--- src/rtl/gpio_edge_port.sv ---
module gpio_edge_port #(
  parameter int NGPIO  = 32,
  parameter int ADDR_W = 8
) (
  input  logic              clk,
  input  logic              rst_n,
  input  logic              wr_en,
  input  logic [ADDR_W-1:0] addr,
  input  logic [31:0]       wr_data,
  output logic [31:0]       rd_data,
  input  logic [NGPIO-1:0]  pin_in,
  output logic [NGPIO-1:0]  pin_out,
  output logic [NGPIO-1:0]  pin_oe,
  output logic              irq
);
  localparam logic [ADDR_W-1:0] OFS_DIR  = ADDR_W'(8'h00);
  localparam logic [ADDR_W-1:0] OFS_DAT  = ADDR_W'(8'h04);
  localparam logic [ADDR_W-1:0] OFS_IEN  = ADDR_W'(8'h08);
  localparam logic [ADDR_W-1:0] OFS_CHG  = ADDR_W'(8'h0C);
  localparam logic [ADDR_W-1:0] OFS_WMSK = ADDR_W'(8'h10);
  localparam logic [ADDR_W-1:0] OFS_TYPE = ADDR_W'(8'h14);

  logic [NGPIO-1:0] dir_q, out_q, ien_q, chg_q;
  logic [NGPIO-1:0] s1_q, s2_q, prev_q;
  logic [31:0]      wmsk_q, type_q;

  wire [NGPIO-1:0] wbits  = wr_data[NGPIO-1:0];
  wire [NGPIO-1:0] edge_w = s2_q ^ prev_q;
  wire [NGPIO-1:0] ack_w  = (wr_en && addr == OFS_CHG) ? wbits : '0;

  assign pin_oe  = dir_q;
  assign pin_out = out_q;
  assign irq     = |(chg_q & ien_q);

  always_ff @(posedge clk) begin
    if (!rst_n) begin
      s1_q   <= '0;
      s2_q   <= '0;
      prev_q <= '0;
      chg_q  <= '0;
    end else begin
      s1_q   <= pin_in;
      s2_q   <= s1_q;
      prev_q <= s2_q;
      chg_q  <= (chg_q & ~ack_w) | edge_w;
    end
  end

  always_ff @(posedge clk) begin
    if (!rst_n) begin
      dir_q  <= '0;
      out_q  <= '0;
      ien_q  <= '0;
      wmsk_q <= '0;
      type_q <= '0;
    end else if (wr_en) begin
      case (addr)
        OFS_DIR:  dir_q  <= wbits;
        OFS_DAT:  out_q  <= wbits;
        OFS_IEN:  ien_q  <= wbits;
        OFS_WMSK: wmsk_q <= wr_data;
        OFS_TYPE: type_q <= wr_data;
        default:  ;
      endcase
    end
  end

  always_comb begin
    case (addr)
      OFS_DIR:  rd_data = 32'(dir_q);
      OFS_DAT:  rd_data = 32'(s2_q);
      OFS_IEN:  rd_data = 32'(ien_q);
      OFS_CHG:  rd_data = 32'(chg_q);
      OFS_WMSK: rd_data = wmsk_q;
      OFS_TYPE: rd_data = type_q;
      default:  rd_data = '0;
    endcase
  end
endmodule

--- config.mk ---
export PLATFORM = sky130hd
export DESIGN_NAME = gpio_edge_port
export DESIGN_NICKNAME = d
export VERILOG_FILES = /design/src/rtl/gpio_edge_port.sv
export SDC_FILE = /design/constraint.sdc
export NUM_CORES = 1
export LEC_CHECK = 0
export ABC_AREA = 0
export CAP_MARGIN = 5
export CORE_MARGIN = 8
export CORE_UTILIZATION = 47
export CTS_CLUSTER_SIZE = 8
export DETAILED_ROUTE_END_ITERATION = 10
export DONT_BUFFER_PORTS = 1
export PLACE_DENSITY_LB_ADDON = 0.12
export SYNTH_ARGS = -nofsm -noshare
export SYNTH_HDL_FRONTEND = slang
export SYNTH_SLANG_ARGS = --single-unit
--- constraint.sdc ---
create_clock -name clk -period 2.24 [get_ports clk]
set_input_delay 0.448 -clock clk [delete_from_list [all_inputs] [get_ports clk]]
set_output_delay 0.448 -clock clk [all_outputs]
set_load 0.02 [all_outputs]
### Yosys cells after proc, flatten, opt, wreduce, memory -nomap -nowiden

Index checks and enable logic that the tools add are counted.

| storage, ports and cells | value |
|---|---|
| register bits after elaboration | 288 |
| bits in latches | 0 |
| RAM bits | 0 |
| memory bits (read-only) | 0 |
| input bits | 75 |
| output and inout bits | 97 |
| memories kept | 0 |

| cells by class | value |
|---|---|
| $add $sub $neg | 0 |
| $mul | 0 |
| divide/modulo/power cells | 0 |
| $lt $le $gt $ge | 0 |
| equal/unequal tests | 5 |
| shift-type cells | 0 |
| mux-type cells | 2 |
| bitwise operators | 5 |
| reductions and logical operators | 8 |

Operator list:

| cell | count |
|---|---|
| $pmux 32 s6 | 1 |
| $and 32x32->32 | 2 |
| $mux 32 | 1 |
| $not 32->32 | 1 |
| $or 32x32->32 | 1 |
| $reduce_or 32->1 | 1 |
| $xor 32x32->32 | 1 |
| $eq 8x4->1 const B | 2 |
| $eq 8x5->1 const B | 2 |
| $reduce_and 2->1 | 5 |
| $eq 8x3->1 const B | 1 |
| $logic_not 8->1 | 1 |
| $logic_and 1x1->1 | 1 |

### Longest topological paths before layout

| depth | value |
|---|---|
| word-level depth | 6 |
| gate-level depth with buffers | 7 |
| gate-level depth less buffers | 4 |

### Worst setup path after synthesis

OpenSTA, ideal clock, no wires.

| timing | value |
|---|---|
| kind | input -> output |
| start | input addr[4] |
| end | output rd_data[9] |
| arrival | 1941 ps |
| setup slack | -149 ps |
| stages | 6 |
| path through | buf_2 -> nor2_1 -> clkbuf_1 -> nand3_1 -> o221a_2 -> o21ai_0 |

| between the ends | value |
|---|---|
| longest elaborated chain between the ends | 2 |
| elaborated cells on any way between the ends | 7 |

RTL lines:

| what | RTL line | source |
|---|---|---|
| from (decl) | 8 | `input logic [ADDR_W-1:0] addr,` |
| $eq 8x5->1, or another cell as far along | 69 | `case (addr)` |
| $pmux 32 s6 (*) | 69 |  |
| to (decl) | 10 | `output logic [31:0] rd_data,` |

Every way passes the cells marked *; elsewhere a longest branch is shown, timed or not.

### Worst setup path after layout

| timing | value |
|---|---|
| start | input addr[7] |
| end | output rd_data[21] |

The elaborated chain is that of the path after synthesis.

==> results.md <==
- Worst EP arrival: roughly 1.8 ns
- Failing checks: setup timing
- Vias: 8,435
- DRT Pass-1 Iters: 5
- Status: finished with violations
- Highest routed layer: met4
- Post-DRT Antenna Nets: 0
- Post-DP HPWL: ~22 mm
- Area leader, netlist: dfxtp_1
- Hold slack: 0.0587 ns
- Die Width: 173 um
- Buffers on Ports: 0
- Part of the cycle the worst path needs: 101%
- Unrepaired setup endpoints after global routing: yes
- Remaining Overflow, GRT: 0
- Register area share after synthesis: 49.8%
- Worst rel slew slack: 60.8%
- Ports: between 150 and 200
- Max Freq: between 400 and 500 MHz
- Final Setup Violations: 3
- # Max-Cap Violations: 0
- Worst-Margin Slew: around 0.59 ns
- Layout area overhead: 17.0%
- Startpoint Class: primary input
- Routed WL: between 30 and 40 mm
- Full die area: approximately 0.030 mm2
- Total power per unit cell area: 816 mW/mm2
- Final worst slack: -0.0179 ns
- Cell area after layout: between 0.01 and 0.015 mm2
- Chip Height: between 150 and 200 um
- Pin count of the biggest net entering global routing: roughly 320
- Vias per cell: about 5.5
- Met2 Wirelength: 15.2 mm
- First-pass GRT wire length: 50.1 mm
- GP Congestion: slightly below 0.8
- Max-slew violation count: 0
- Clk_lat worst skew: about 0.5 ns
- Share of layout cells above drive strength 1: a little over an eighth
- Post-synthesis instance area: roughly 0.012 mm2
- Place WS: -0.0886 ns
- Global router's overall resource usage: 20.9%
- Clock Sinks: between 200 and 300
- Vias in the first global route: about 8,400
- Crit Path Max Fanout: 4
- Final net count: about 1,300
- Antenna violations before repair: 0
- Ant. Diodes: 0
- Mapped Avg Cell Area: between 9 and 10 um2
- Synth top area share: between 40 and 50%
- Reg clk slew, reported paths: around 0.050 ns
- Root Driver: clkbuf_16
- Met3 Routed Length: ~2.2 mm
- CP max-delay cell: or4_4
- Synth Instances: approximately 1,200
- CP required: 1.79 ns
- CTS tree: built
- Synth warn: 0
- Cell Rows: between 50 and 60
- Clock skew: around 0.012 ns
- Post-synth ARST share: 0%
- Setup_tns: -0.0327 ns
- Static Leak: roughly 5.6 nW
- Top-count cell post-synth: dfxtp_1
- Synthesized Nets: about 1,300
- CTS HTree Levels: 2
- Max Root-Sink Buffers: 3
- Placed Instance Area: around 0.012 mm2
- CP max stage delay: about 0.56 ns
- R2R depth: 3
- DRC: 0
- #FFs+latches synth: between 200 and 300
- Iter 0 DRT Violations: 704
- Post-synthesis cell type count: 40
- Top cells by area, synth: dfxtp_1 (50%), mux2i_1 (16%), nand2_1 (7.5%)
- Crit path time final: 2.26 ns
- Setup Crit Path Kind: primary input to output port
- CP dominant cell by count: buf_6
- VDD IR max: roughly 530 uV
- Average wire per standard cell: 21.2 um
- Initial cell density of the core: between 40 and 50%
- Met1 WL: ~14 mm
- Min-delay worst type: primary input to flop
- Total Power: around 0.011 W
- CP Cell Sequence: or4_4 -> nor2_4 -> and3_4 -> buf_6 -> a221o_1 -> buf_6
- Core Region: 0.0242 mm2
- Hold-critical path depth: 1
- Most frequent cells after synthesis: dfxtp_1 (288), nand2_1 (233), mux2i_1 (189)
- Final Hold Vio Count: 0
- Post-synth top flop: dfxtp_1
- Crit. End Element: output port
- Post-synth EDFFs: 0
- CTS buffer count: 41
==> critical path: cells and delay by family <==
kind                   cells  cell delay (ns)
and+or+nand+nor            3             0.89
buffers and inverters      2             0.24
AOI/OAI and AO/OA          1             0.21
==> cell families after synthesis <==
logic type,after synthesis,synth area share [%]
and+or+nand+nor,405,17.1
AOI/OAI and AO/OA,170,9.95
muxes,199,17.3
xor gates and xnor gates,32,2.42
buffers and inverters,84,3.49
DFF,288,49.8
==> power by group <==
group          total [W]  switching (W)  internal, W
Combinational   0.000324       0.000171     0.000153
Sequential       0.00535      0.0000972      0.00526
Clock            0.00539        0.00205      0.00334
Total             0.0111        0.00232      0.00875
==> area by class of cell <==
cell class              count  area [um2]
fillers                  2157       10700
flip-flops and latches    288        5780
multi-input cells         806        5530
clock buffers              43        1080
repair buffers             71         762
well taps                 324         405
clock inverters             1        8.76
==> path summary, 6_finish.rpt <==
check                 start     endpoint  slack, ns
setup / recovery    addr[7]  rd_data[21]      -0.02
setup reg to reg    s2_q[2]     chg_q[2]       1.34
hold / removal    pin_in[4]      s1_q[4]       0.06
hold reg to reg     s1_q[1]      s2_q[1]       0.43
==> registers in the layout, summed over array words and instances, names as in the netlist <==
register  count
pin_out      32
ien_q        32
chg_q        32
wmsk_q       32
s2_q         32
pin_oe       32
s1_q         32
type_q       32
prev_q       32
==> per-layer routing <==
metal / vias up / GRT usage, %
li1: 4089 / -
met1: 4061 / 27.3
met2: 231 / 33.8
met3: 54 / 5.23
met4: 0 / 6.11
met5: - / 0
==> cells in the final DEF (no fill, tap or decap), types with 11 or more instances in the layout <==
cell type | Yosys | layout
a22oi_2 | 0 | 11
buf_12 | 0 | 15
a21o_1 | 13 | 13
nor2b_1 | 35 | 35
dfxtp_2 | 0 | 11
a22o_1 | 13 | 13
a22oi_1 | 28 | 17
mux2i_1 | 189 | 189
dfxtp_1 | 288 | 277
buf_4 | 7 | 45
o21ai_0 | 34 | 32
clkbuf_16 | 0 | 43
nand3_1 | 15 | 14
nand2_1 | 233 | 233
o221ai_1 | 13 | 13
xor2_1 | 32 | 32
buf_6 | 6 | 11
and2_1 | 96 | 96
a21oi_1 | 42 | 42
==> what timing repair did <==
item | in CTS | in global routing
resized for setup | 31 | 9
hold buffers | 0 | 0
pin swaps | 11 | 6
setup endpoints to repair | 11 | 30
setup buffers | 2 | 0
endpoints found under the hold margin | 0 | 0
==> per-stage QoR <==
step	util, %	instances
2_1_floorplan	-	1178
3_3_place_gp	50.8	1487
3_5_place_dp	50.8	1487
4_1_cts	55.7	1533
5_1_grt	55.9	1533
6_report	55.9	1533
Power figures use the tool's default switching activity.
